<file path="config.mk">
export PLATFORM = sky130hd
export DESIGN_NAME = expanderBusSlave
export DESIGN_NICKNAME = d
export VERILOG_FILES = /design/src/rtl/expanderBusPkg.sv /design/src/rtl/expanderBusData.sv /design/src/rtl/expanderBusCtrl.sv /design/src/rtl/expanderBusSlave.sv
export SDC_FILE = /design/constraint.sdc
export NUM_CORES = 1
export LEC_CHECK = 0
export ABC_CLOCK_PERIOD_IN_PS = 4530
export CORE_MARGIN = 2
export CORE_UTILIZATION = 55
export CTS_BUF_LIST = sky130_fd_sc_hd__clkbuf_4
export DETAILED_ROUTE_END_ITERATION = 10
export HOLD_SLACK_MARGIN = 0.08
export PLACE_DENSITY_LB_ADDON = 0.2
export SYNTH_ARGS = -nofsm -noshare
export SYNTH_HDL_FRONTEND = slang
export SYNTH_SLANG_ARGS = --single-unit
</file>
<file path="constraint.sdc">
create_clock -name clk -period 4.53 [get_ports clk]
set_input_delay 1.1325 -clock clk [delete_from_list [all_inputs] [get_ports clk]]
set_output_delay 1.1325 -clock clk [all_outputs]
set_load 0.01 [all_outputs]
</file>
<file path="src/rtl/expanderBusPkg.sv">
package expanderBusPkg;
  localparam int DATA_W  = 8;
  localparam int PTR_W   = 3;
  localparam int IDX_W   = 2;
  localparam int STRAP_W = 3;
  localparam logic [3:0] FIXED_ADDR = 4'b0100;

  typedef struct packed {
    logic shiftIn;
    logic shiftOut;
    logic loadPtr;
    logic loadRead;
    logic writeReg;
  } busStrobe_t;
endpackage

</file>
<file path="src/rtl/expanderBusData.sv">
module expanderBusData
  import expanderBusPkg::*;
#(
  parameter int DW = DATA_W,
  parameter int PW = PTR_W,
  parameter int IW = IDX_W,
  parameter int SW = STRAP_W
) (
  input  logic          clk,
  input  logic          rstN,
  input  busStrobe_t    stb,
  input  logic          sdaIn,
  input  logic [SW-1:0] strap,
  input  logic [DW-1:0] rdData,
  output logic          addrMatch,
  output logic          rwBit,
  output logic          txBit,
  output logic [IW-1:0] ptrIdx,
  output logic          wrStrobe,
  output logic [IW-1:0] wrIdx,
  output logic [DW-1:0] wrData,
  output logic          rdStrobe
);
  logic [DW-1:0] shiftReg;
  logic [PW-1:0] ptr;
  logic ptrInRange;
  logic ptrWritable;

  assign ptrInRange  = (ptr >> IW) == '0;
  assign ptrWritable = ptrInRange && (ptr[IW-1:0] != '0);
  assign addrMatch   = shiftReg[DW-1:1] == {FIXED_ADDR, strap};
  assign rwBit       = shiftReg[0];
  assign txBit       = shiftReg[DW-1];
  assign ptrIdx      = ptr[IW-1:0];

  always_ff @(posedge clk) begin
    if (!rstN) begin
      shiftReg <= '0;
      ptr      <= '0;
      wrStrobe <= 1'b0;
      wrIdx    <= '0;
      wrData   <= '0;
      rdStrobe <= 1'b0;
    end else begin
      wrStrobe <= stb.writeReg && ptrWritable;
      rdStrobe <= stb.loadRead && ptrInRange;
      if (stb.writeReg) begin
        wrIdx  <= ptr[IW-1:0];
        wrData <= shiftReg;
      end
      if (stb.loadPtr) ptr <= shiftReg[PW-1:0];
      if (stb.shiftIn)       shiftReg <= {shiftReg[DW-2:0], sdaIn};
      else if (stb.shiftOut) shiftReg <= {shiftReg[DW-2:0], 1'b1};
      else if (stb.loadRead) shiftReg <= ptrInRange ? rdData : '0;
    end
  end
endmodule

</file>
<file path="src/rtl/expanderBusCtrl.sv">
module expanderBusCtrl
  import expanderBusPkg::*;
#(
  parameter int DW = DATA_W
) (
  input  logic       clk,
  input  logic       rstN,
  input  logic       sclIn,
  input  logic       sdaIn,
  input  logic       addrMatch,
  input  logic       rwBit,
  output busStrobe_t stb,
  output logic       ackDrive,
  output logic       txDrive
);
  localparam int CNT_W = $clog2(DW + 1);
  localparam logic [CNT_W-1:0] LAST_BIT = CNT_W'(DW);

  typedef enum logic [2:0] {ST_IDLE, ST_ADDR, ST_CMD, ST_WDATA, ST_TX, ST_SKIP} phase_t;

  phase_t st, nextSt;
  logic sclQ, sdaQ, ackSlot, masterNack;
  logic [CNT_W-1:0] bitCnt;
  logic sclRise, sclFall, startSeen, stopSeen, rxState, byteDone, txByteEnd;

  assign sclRise   = sclIn & ~sclQ;
  assign sclFall   = ~sclIn & sclQ;
  assign startSeen = sclQ & sclIn & sdaQ & ~sdaIn;
  assign stopSeen  = sclQ & sclIn & ~sdaQ & sdaIn;
  assign rxState   = (st == ST_ADDR) || (st == ST_CMD) || (st == ST_WDATA);
  assign byteDone  = sclFall && rxState && !ackSlot && (bitCnt == LAST_BIT);
  assign txByteEnd = sclFall && (st == ST_TX) && !ackSlot && (bitCnt == LAST_BIT);

  always_comb begin
    stb.shiftIn  = sclRise && rxState && !ackSlot;
    stb.loadPtr  = byteDone && (st == ST_CMD);
    stb.writeReg = byteDone && (st == ST_WDATA);
    stb.shiftOut = sclFall && (st == ST_TX) && !ackSlot && (bitCnt != LAST_BIT);
    stb.loadRead = sclFall && ackSlot &&
                   ((rxState && nextSt == ST_TX) || (st == ST_TX && !masterNack));
  end

  always_ff @(posedge clk) begin
    if (!rstN) begin
      st         <= ST_IDLE;
      nextSt     <= ST_IDLE;
      sclQ       <= 1'b1;
      sdaQ       <= 1'b1;
      ackSlot    <= 1'b0;
      masterNack <= 1'b0;
      bitCnt     <= '0;
      ackDrive   <= 1'b0;
      txDrive    <= 1'b0;
    end else begin
      sclQ <= sclIn;
      sdaQ <= sdaIn;
      if (startSeen || stopSeen) begin
        st       <= startSeen ? ST_ADDR : ST_IDLE;
        bitCnt   <= '0;
        ackSlot  <= 1'b0;
        ackDrive <= 1'b0;
        txDrive  <= 1'b0;
      end else if (rxState) begin
        if (ackSlot) begin
          if (sclFall) begin
            ackSlot    <= 1'b0;
            ackDrive   <= 1'b0;
            st         <= nextSt;
            bitCnt     <= '0;
            masterNack <= 1'b0;
            txDrive    <= (nextSt == ST_TX);
          end
        end else if (sclRise) begin
          bitCnt <= bitCnt + 1'b1;
        end else if (byteDone) begin
          bitCnt <= '0;
          if (st == ST_ADDR && !addrMatch) begin
            st <= ST_SKIP;
          end else begin
            ackSlot  <= 1'b1;
            ackDrive <= 1'b1;
            if (st == ST_ADDR) nextSt <= rwBit ? ST_TX : ST_CMD;
            else               nextSt <= ST_WDATA;
          end
        end
      end else if (st == ST_TX) begin
        if (ackSlot) begin
          if (sclRise) begin
            masterNack <= sdaIn;
          end else if (sclFall) begin
            ackSlot <= 1'b0;
            if (masterNack) begin
              st <= ST_SKIP;
            end else begin
              txDrive <= 1'b1;
              bitCnt  <= '0;
            end
          end
        end else if (sclRise) begin
          bitCnt <= bitCnt + 1'b1;
        end else if (txByteEnd) begin
          txDrive <= 1'b0;
          ackSlot <= 1'b1;
          bitCnt  <= '0;
        end
      end
    end
  end
endmodule

</file>
<file path="src/rtl/expanderBusSlave.sv">
module expanderBusSlave
  import expanderBusPkg::*;
#(
  parameter int DW = DATA_W,
  parameter int PW = PTR_W,
  parameter int IW = IDX_W,
  parameter int SW = STRAP_W
) (
  input  logic          clk,
  input  logic          rstN,
  input  logic          sclIn,
  input  logic          sdaIn,
  input  logic [SW-1:0] addrStrap,
  input  logic [DW-1:0] rdData,
  output logic          sdaPullLow,
  output logic          wrStrobe,
  output logic [IW-1:0] wrIdx,
  output logic [DW-1:0] wrData,
  output logic          rdStrobe,
  output logic [IW-1:0] rdIdx
);
  busStrobe_t stb;
  logic addrMatch, rwBit, txBit, ackDrive, txDrive;

  expanderBusCtrl #(.DW(DW)) uCtrl (
    .clk(clk), .rstN(rstN), .sclIn(sclIn), .sdaIn(sdaIn),
    .addrMatch(addrMatch), .rwBit(rwBit), .stb(stb),
    .ackDrive(ackDrive), .txDrive(txDrive)
  );

  expanderBusData #(.DW(DW), .PW(PW), .IW(IW), .SW(SW)) uData (
    .clk(clk), .rstN(rstN), .stb(stb), .sdaIn(sdaIn), .strap(addrStrap),
    .rdData(rdData), .addrMatch(addrMatch), .rwBit(rwBit), .txBit(txBit),
    .ptrIdx(rdIdx), .wrStrobe(wrStrobe), .wrIdx(wrIdx), .wrData(wrData),
    .rdStrobe(rdStrobe)
  );

  assign sdaPullLow = ackDrive | (txDrive & ~txBit);
endmodule

</file>
==> results.yml, run 1 <==
status:
  outcome: "finished clean"
power:
  share_seq_of_total_power_pct: 55.4
  cellPowerDensity_nw_per_um2: 266
  internal-power_w: 0.000487
  clockPowerShare_pct: 36.6
  power.share.switching_pct: 23.7
  proportion_of_power_drawn_by_combinational_gates_pct: 8.1
  total_power_w: 0.000638
  total_leakage_power_nw: 0.881
  peakVddDrop_uv: 147
  netSwitchingPower_w: 0.000151
finish:
  antennaDiodeCount: 0
  finalNetCount: 275
  fraction_of_final_layout_cells_sized_beyond_drive_strength_1_pct: 6.18
  flow.area_growth_from_synthesis_pct: 17.2
  final_design_area_excluding_fillers_um2: 2400
cts:
  cts_hold_buffers: 0
  number_of_clock_sinks: 39
  post_cts_clock_slew_at_the_launch_and_capture_registers_of_the_worst_setup_and_hold_paths_ns: 0.12
  clock_tree.root_cell: "clkbuf_4"
  cts_repair_resize_count: 0
  numCtsBuffers: 5
  htree_num_levels: 2
  clk-insertion-delay-late_ns: 0.34
  clockBufferDepth: 2
  cts_tree: "yes"
  post-cts-setup-buffer-count: 0
floorplan:
  dieWidth_um: 65.0
  die_y_um: 65.0
  design.core.area_um2: 3610
  design.portCount: 30
  std_cell_rows: 22
  start_util_pct: 56.8
  die_area_um2: 4230
synthesis:
  yosys-top-cells-area: "dfxtp_1, mux2i_1, o21ai_0"
  avgSynthCellArea_um2: 8.49
  postSynthCellCount: 241
  yosys.cell_types.count: 54
  synth.yosys.seq_area_share_pct: 38.1
  ys_seq_elements: 39
  ys.warnings.count: 0
  synthFlopType: "dfxtp_1"
  post_synth_instance_area_um2: 2050
  synth_top_area_cell: "dfxtp_1"
  synth.net_count: 258
  synthArstFlopShare_pct: 0
  synth_edf_count: 0
  synth_top_area_share_pct: 38.1
grt:
  grt_start_max_net_pins: 21
  number_of_global_route_vias_before_repair: 1645
  globalRouteOverflowTotal: 0
  global_route.usage.total_pct: 23.3
  grt_antenna_before_repair: 0
  grt_first_pass_wirelength_um: 7690
sta:
  grt_setup_unrepaired: "false"
  worst_clock_skew_ns: 0.00970
  fmax_mhz: 331
  timing.slew.headroom_pct: 50.5
  setup-tns-final_ns: 0
  final.period_utilization_pct: 66.6
  hold_violations: 0
  worst-slew-pin-transition_ns: 0.741
  setup_viol: 0
  final_max_slew_viol_count: 0
  min_period_ns: 3.02
routing:
  drcViolationCount: 0
  antenna_left: 0
  avgRoutedWirePerCell_um: 15.0
  drt_iter0_drc: 139
  post_drt_via_cell_ratio: 6.13
  via_count: 1883
  postRouteWirelength_um: 4590
  drt-pass1-iter-count: 4
placement:
  final_hpwl_dp_um: 3270
  port-buffer-count: 29
  placed_area_um2: 2320
  gpl.final_weighted_congestion: 0.836
critical_path:
  start_kind: "primary input"
  cp_data_required_time_ns: 4.78
  timing.critical_path.fanout_max: 12
  worst_ep_arrival_time_ns: 3.27
  worstSetupEndpointType: "flip-flop"
  timing.setup.critical_path_class: "in -> reg"
min_path:
  hp-class: "reg -> reg"
flow_run:
  max_cap_viol_count: 0
[flip-flops by register name, indices dropped and copies added, names as in the netlist]
register and flops:
uCtrl.ackDrive 1, uCtrl.ackSlot 1, uCtrl.bitCnt 4, uCtrl.masterNack 1
uCtrl.nextSt 3, uCtrl.sclQ 1, uCtrl.sdaQ 1, uCtrl.st 3
uCtrl.txDrive 1, uData.ptr 3, uData.rdStrobe 1, uData.shiftReg 8
uData.wrData 8, uData.wrIdx 2, uData.wrStrobe 1
[layer usage]
layer / global-route usage [%] / vias up / routed length (µm)
met5: 0 / - / 0
met3: 5.56 / 2 / 239
li1: - / 935 / -
met4: 6.12 / 0 / 21
met1: 31.8 / 899 / 2130
met2: 36.9 / 47 / 2200
[placed cells by master (no fill, tap or decap), drive strengths merged, types with 4 or more instances in the layout]
| master | n |
|---|---|
| nand3 | 8 |
| a21oi | 16 |
| nand4 | 11 |
| mux2i | 14 |
| inv | 7 |
| xor2 | 4 |
| clkbuf | 5 |
| a31oi | 11 |
| nand2 | 13 |
| nor2 | 16 |
| o21ai | 22 |
| dfxtp | 39 |
| nor2b | 4 |
| clkdlybuf4s50 | 29 |
[cell usage after synthesis (7+ instances only)]
master,instances
clkbuf_1,13
o21ai_0,22
a21oi_1,16
nand3_1,8
a31oi_1,11
nor2_1,16
inv_1,7
nand2_1,13
mux2i_1,14
dfxtp_1,39
nand4_1,11
[worst max-delay path, cell delays in order]
cell	delay [ns]
clkdlybuf4s50_1	0.58
nor4b_2	0.46
nand4_1	0.66
nor4_1	0.42
[through the flow]
| step | hold WS [ns] | utilization (%) | instances | worst slack [ns] |
|---|---|---|---|---|
| 3_5_place_dp | 0.453 | 64.3 | 299 | 1.14 |
| 5_1_grt | 0.493 | 66.5 | 307 | 1.28 |
| 2_1_floorplan | 0.437 | - | 241 | 2.13 |
| 6_report | 0.469 | 66.5 | 307 | 1.51 |
| 4_1_cts | 0.470 | 66.5 | 307 | 1.50 |
| 3_3_place_gp | 0.451 | 64.3 | 299 | 1.20 |
[final timing paths]
path / from / end / slack, ns / cells after the start
setup / recovery: sclIn / uData.wrStrobe$_SDFF_PN0_ / 1.51 / 4
hold / removal: uCtrl.ackDrive$_SDFFE_PP0P_ / uCtrl.ackDrive$_SDFFE_PP0P_ / 0.47 / 2
setup reg to reg: uCtrl.ackSlot$_SDFFE_PP0N_ / uData.wrStrobe$_SDFF_PN0_ / 2.32 / 3
hold reg to reg: uCtrl.ackDrive$_SDFFE_PP0P_ / uCtrl.ackDrive$_SDFFE_PP0P_ / 0.47 / 2
[power by group through the flow]
stage / clock, W / sequential, W / combinational (W)
floorplan: 0 / 0.000356 / 0.0000352
global placement: 0 / 0.000361 / 0.0000508
detailed placement: 0 / 0.000361 / 0.0000511
CTS: 0.000239 / 0.000353 / 0.0000515
global route: 0.000252 / 0.000354 / 0.0000567
finish: 0.000233 / 0.000353 / 0.0000515
[layout make-up]
class | instances | area, µm²
fill | 309 | 1210
multi-input combinational | 173 | 1140
sequential | 39 | 781
timing repair buffer | 31 | 305
tap | 48 | 60.1
clock inverter | 3 | 43.8
clock buffer | 5 | 37.5
inverter | 8 | 30.0
[logic make-up after synthesis]
logic type	Yosys count	synth area share [%]
AND/OR/NAND/NOR	79	22.9
multiplexers	14	6.85
adder cells (fa/ha/maj)	2	1.22
flip-flops	39	38.1
buffers and inverters	29	6.11
AO/OA/AOI/OAI	74	23.0
XOR/XNOR	4	1.71
No activity file was read; power rests on OpenSTA's default activity.
==> run 2: changes to the inputs <==
Settings changed: ABC_CLOCK_PERIOD_IN_PS 4530 to 3070.
Clock period 4.53 ns to 3.07 ns, I/O delays scaled along.
==> run 2 against run 1 <==
Net effect:
- critical path depth up 1
- clock power rose by 48%
- first-iteration DRC count grew 4.3%
- combinational power rose by 51%
- die area unchanged
- sequential share of layout area fell by 0.30 points
- setup slack got worse by 0.85 ns
- highest routed layer unchanged
==> results.yml, run 2 (synthesized netlist as in run 1, its figures left out) <==
routing:
  via_count: 1917
  drt-pass1-iter-count: 4
  post_drt_via_cell_ratio: 6.18
  avgRoutedWirePerCell_um: 15.8
  postRouteWirelength_um: 4900
  drt_iter0_drc: 145
  antenna_left: 0
  drcViolationCount: 0
critical_path:
  start_kind: "primary input"
  reg2reg_to: "uData.shiftReg[6]$_SDFFE_PN0P_"
  beginning_of_the_worst_register_to_register_path: "uCtrl.ackSlot$_SDFFE_PP0N_"
  worst_ep_arrival_time_ns: 2.70
  timing.critical_path.fanout_max: 12
  regToRegSetupSlack_ns: 1.03
  worstSetupEndpointType: "flip-flop"
  cp_data_required_time_ns: 3.36
  timing.setup.critical_path_class: "in -> reg"
  reg2regPathDepth: 4
sta:
  grt_setup_unrepaired: "false"
  timing.slew.headroom_pct: 57.0
  setup_viol: 0
  worst_clock_skew_ns: 0.00842
  fmax_mhz: 415
  final.period_utilization_pct: 78.5
  setup-tns-final_ns: 0
  final_max_slew_viol_count: 0
  worst-slew-pin-transition_ns: 0.645
  final.hold.worst_slack_ns: 0.471
  min_period_ns: 2.41
  hold_violations: 0
power:
  total_leakage_power_nw: 0.896
  peakVddDrop_uv: 301
  cellPowerDensity_nw_per_um2: 391
min_path:
  hold_end: "uCtrl.ackDrive$_SDFFE_PP0P_"
  worstHoldPathCells: 2
  hold_path_startpoint: "uCtrl.ackDrive$_SDFFE_PP0P_"
  hp-class: "reg -> reg"
cts:
  cts_hold_buffers: 0
  numCtsBuffers: 5
  post-cts-setup-buffer-count: 0
  cts_tree: "yes"
  cts_repair_resize_count: 0
  clock_tree.root_cell: "clkbuf_4"
  clk-insertion-delay-late_ns: 0.35
  clockBufferDepth: 2
  number_of_clock_sinks: 39
  htree_num_levels: 2
  post_cts_clock_slew_at_the_launch_and_capture_registers_of_the_worst_setup_and_hold_paths_ns: 0.12
floorplan:
  die_y_um: 65.0
  start_util_pct: 56.8
  design.portCount: 30
  dieWidth_um: 65.0
  std_cell_rows: 22
  die_area_um2: 4230
  design.core.area_um2: 3610
finish:
  multi_input_area_um2: 1140
  flow.area_growth_from_synthesis_pct: 18.3
  fraction_of_final_layout_cells_sized_beyond_drive_strength_1_pct: 7.25
  fillerInstances: 314
  layout.area.seq_um2: 781
  final_design_utilization_pct: 67.1
  reg.largest.list: "uData.shiftReg: 8 flops, uData.wrData: 8 flops, uCtrl.bitCnt: 4 flops"
  finalNetCount: 278
  final_design_area_excluding_fillers_um2: 2420
  antennaDiodeCount: 0
  commonest_non_fill_non_tap_cell_in_the_layout: "dfxtp_1"
  final_cell_mix: "dfxtp_1, clkdlybuf4s50_1, o21ai_0, nor2_1, a21oi_1"
grt:
  number_of_global_route_vias_before_repair: 1716
  grt_antenna_before_repair: 0
  grt_first_pass_wirelength_um: 8270
  globalRouteOverflowTotal: 0
  global_route.usage.total_pct: 25.2
  grt_start_max_net_pins: 21
flow_run:
  max_cap_viol_count: 0
placement:
  port-buffer-count: 29
  final_hpwl_dp_um: 3370
  placed_area_um2: 2340
  gpl.final_weighted_congestion: 0.841
status:
  outcome: "finished clean"
[run 2: area by class of cell]
type | instances | share of cell area [%]
multi-input cells | 173 | 47.1
flip-flops and latches | 39 | 32.2
repair buffers | 34 | 13.5
well taps | 48 | 2.48
clock inverters | 3 | 1.81
clock buffers | 5 | 1.55
inverters | 8 | 1.24
[run 2: through the flow]
step                      worst slack [ns]  power [W]  cells
after floorplan                       1.03   0.000577    241
after global placement               0.360   0.000608    302
after detailed placement             0.290   0.000609    302
after CTS                            0.657   0.000952    310
after global routing                 0.507   0.000986    310
final                                0.659   0.000946    310
[run 2: worst max-delay path by stage]
stage | from | end | slack, ns | cells after the start
2_1_floorplan | sclIn | uCtrl.st[0]$_SDFFE_PN0P_ | 1.03 | 5
3_3_place_gp | sclIn | uCtrl.bitCnt[3]$_SDFFE_PP0P_ | 0.36 | 5
3_5_place_dp | sclIn | uCtrl.bitCnt[3]$_SDFFE_PP0P_ | 0.29 | 5
4_1_cts | sclIn | uCtrl.bitCnt[3]$_SDFFE_PP0P_ | 0.66 | 5
5_1_grt | sclIn | uCtrl.st[0]$_SDFFE_PN0P_ | 0.51 | 5
6_report | sclIn | uCtrl.bitCnt[3]$_SDFFE_PP0P_ | 0.66 | 5
[run 2: worst max-delay path, cell delays in order]
cell	delay (ns)
clkdlybuf4s50_1	0.58
nand2b_1	0.28
a221o_1	0.44
or4_1	0.48
a21oi_1	0.14
[run 2: routing by layer]
metal  GRT usage (%)  up-vias  wire length, µm
li1                -      936                -
met1            35.5      928             2270
met2            38.8       47             2350
met3            5.21        6              236
met4            7.45        0               48
met5               0        -                0
[run 2: report_power, final]
part	total [W]	switching (W)	internal (W)
Clock	0.000346	0.000175	0.000171
Combinational	0.0000778	0.0000413	0.0000365
Sequential	0.000522	0.0000111	0.000511
Total	0.000946	0.000227	0.000719
==> run 3: changes to the inputs <==
Settings changed: ABC_CLOCK_PERIOD_IN_PS 3070 to 2000, CORE_UTILIZATION 55 to 50.
Clock period 3.07 ns to 2 ns, I/O delays scaled along.
==> run 3 against run 2 <==
Net effect:
- sequential cell count stayed put
- first-iteration DRC count up 4.1%
- wire length up 5.5%
- die area increased by 9.4%
- clock power up 21%
- power increased by 45%
- register-to-register slack worse by 0.91 ns
- highest routed layer unchanged
- worst hold slack better by 0.0040 ns
- critical endpoint is now uData.shiftReg[6]$_SDFFE_PN0P_
- setup slack worse by 0.54 ns
- combinational power is 92% higher
- core utilization fell by 2.4 points
- global-route usage fell by 1.1 points
==> results.yml, run 3 (synthesized netlist as in run 1, its figures left out) <==
finish:
  commonest_non_fill_non_tap_cell_in_the_layout: "dfxtp_1"
  flow.area_growth_from_synthesis_pct: 25.6
  final_cell_mix: "dfxtp_1, clkdlybuf4s50_1, buf_4, o21ai_0"
  fraction_of_final_layout_cells_sized_beyond_drive_strength_1_pct: 14.8
  final_design_area_excluding_fillers_um2: 2570
  antennaDiodeCount: 0
  finalNetCount: 300
  reg.largest.list: "uData.shiftReg: 8 flops, uData.wrData: 8 flops, uCtrl.bitCnt: 4 flops"
routing:
  antenna_left: 0
  postRouteWirelength_um: 5170
  drcViolationCount: 0
  via_count: 2003
  post_drt_via_cell_ratio: 6.00
  drt_iter0_drc: 151
  drt-pass1-iter-count: 4
  avgRoutedWirePerCell_um: 15.5
cts:
  numCtsBuffers: 5
  post_cts_clock_slew_at_the_launch_and_capture_registers_of_the_worst_setup_and_hold_paths_ns: 0.13
  clk-insertion-delay-late_ns: 0.36
  cts_hold_buffers: 0
  clockBufferDepth: 2
  cts_tree: "yes"
  number_of_clock_sinks: 39
  clock_tree.root_cell: "clkbuf_4"
  htree_num_levels: 2
  post-cts-setup-buffer-count: 0
floorplan:
  dieWidth_um: 68.0
  start_util_pct: 51.5
  design.core.area_um2: 3970
  die_area_um2: 4620
  std_cell_rows: 23
  die_y_um: 68.0
  design.portCount: 30
sta:
  timing.slew.headroom_pct: 62.5
  fmax_mhz: 532
  setup_viol: 0
  worst_clock_skew_ns: 0.00725
  final.setup.worst_slack_ns: 0.121
  final_max_slew_viol_count: 0
  worst-slew-pin-transition_ns: 0.563
  grt_setup_unrepaired: "false"
  final.hold.worst_slack_ns: 0.475
  min_period_ns: 1.88
  hold_violations: 0
  final.period_utilization_pct: 93.9
critical_path:
  timing.setup.critical_path_class: "reg -> reg"
  reg2reg_to: "uData.shiftReg[6]$_SDFFE_PN0P_"
  regToRegSetupSlack_ns: 0.12
  reg2regPathDepth: 5
  cp_data_required_time_ns: 2.30
  beginning_of_the_worst_register_to_register_path: "uCtrl.st[2]$_SDFFE_PN0P_"
  worst_path_max_delay_cell: "dfxtp_1"
  worst_ep_arrival_time_ns: 2.18
  timing.critical_path.fanout_max: 11
  worstSetupEndpointType: "flip-flop"
  critPathTopFamily: "compound AO/OA/AOI/OAI gates"
  crit_chain: "o21ba_2 -> buf_4 -> a32oi_1 -> o21ai_0 -> a21oi_1"
  worst-path-buf-inv: 1
  critical_path.max_stage_delay_ns: 0.58
  start_kind: "flip-flop"
flow_run:
  max_cap_viol_count: 0
power:
  peakVddDrop_uv: 313
  cellPowerDensity_nw_per_um2: 532
  total_leakage_power_nw: 1.00
grt:
  number_of_global_route_vias_before_repair: 1758
  grt_antenna_before_repair: 0
  globalRouteOverflowTotal: 0
  grt_first_pass_wirelength_um: 8420
  global_route.usage.total_pct: 24.2
  grt_start_max_net_pins: 20
placement:
  final_hpwl_dp_um: 3790
  port-buffer-count: 29
  pre_cts_slack_ns: -0.253
  placed_area_um2: 2510
  gpl.final_weighted_congestion: 0.899
min_path:
  hold_path_startpoint: "uCtrl.ackDrive$_SDFFE_PP0P_"
  worstHoldPathCells: 2
  hold_end: "uCtrl.ackDrive$_SDFFE_PP0P_"
  hp-class: "reg -> reg"
status:
  outcome: "finished clean"
==> run 3: changes by cell type in the layout (fill, tap and decap cells not counted), sizes merged <==
cell,delta
bufinv,-1
dlygate4sd2,+1
clkinv,-1
dlymetal6s2s,+1
buf,+22
clkdlybuf4s50,-2
clkinvlp,+2
==> run 3: cell type report <==
cell class              instances  area, µm²
flip-flops and latches         39        781
clock inverters                 3       20.0
clock buffers                   5       37.5
repair buffers                 56        494
well taps                      50       62.6
fillers                       344       1400
inverters                       8       30.0
multi-input cells             173       1150
==> run 3: worst max path at each step <==
stage	to	slack (ns)	from	cells past startpoint
2_1_floorplan	uCtrl.st[0]$_SDFFE_PN0P_	0.23	sclIn	5
3_3_place_gp	uCtrl.bitCnt[3]$_SDFFE_PP0P_	-0.21	sclIn	5
3_5_place_dp	uCtrl.bitCnt[3]$_SDFFE_PP0P_	-0.25	sclIn	5
4_1_cts	uCtrl.bitCnt[3]$_SDFFE_PP0P_	0.12	sclIn	5
5_1_grt	uCtrl.masterNack$_SDFFE_PN0P_	0.05	uCtrl.st[2]$_SDFFE_PN0P_	4
6_report	uData.shiftReg[6]$_SDFFE_PN0P_	0.12	uCtrl.st[2]$_SDFFE_PN0P_	5
==> run 3: per-layer routing <==
| layer | up-vias | GRT usage [%] | part of all wire [%] |
|---|---|---|---|
| met5 | - | 0 | 0 |
| met4 | 0 | 10.0 | 2.2 |
| met3 | 10 | 5.76 | 4.8 |
| met2 | 58 | 34.5 | 45 |
| met1 | 954 | 34.7 | 48 |
| li1 | 981 | - | - |
==> run 3: per-stage QoR <==
stage | cells | utilization (%) | setup TNS (ns) | power, W
global route | 334 | 64.7 | 0 | 0.00142
global placement | 326 | 63.1 | -3.91 | 0.000958
floorplan | 241 | - | 0 | 0.000885
CTS | 334 | 64.6 | 0 | 0.00137
finish | 334 | 64.7 | 0 | 0.00137
detailed placement | 326 | 63.1 | -5.32 | 0.000962
==> run 3: timing repair <==
item	CTS	global route
gates resized for setup	1	2
setup endpoints to repair	1	2
gates cloned	0	0
==> run 3: power breakdown <==
part,switching [W],internal [W],total (W)
sequential,0.0000132,0.000784,0.000797
clock,0.000286,0.000134,0.000420
combinational,0.0000734,0.0000761,0.000149
==> run 3: worst reg2reg max path: stages (launching register included) <==
cell and delay [ns]:
dfxtp_1 0.58, o21ba_2 0.26, buf_4 0.17, a32oi_1 0.44
o21ai_0 0.21, a21oi_1 0.17
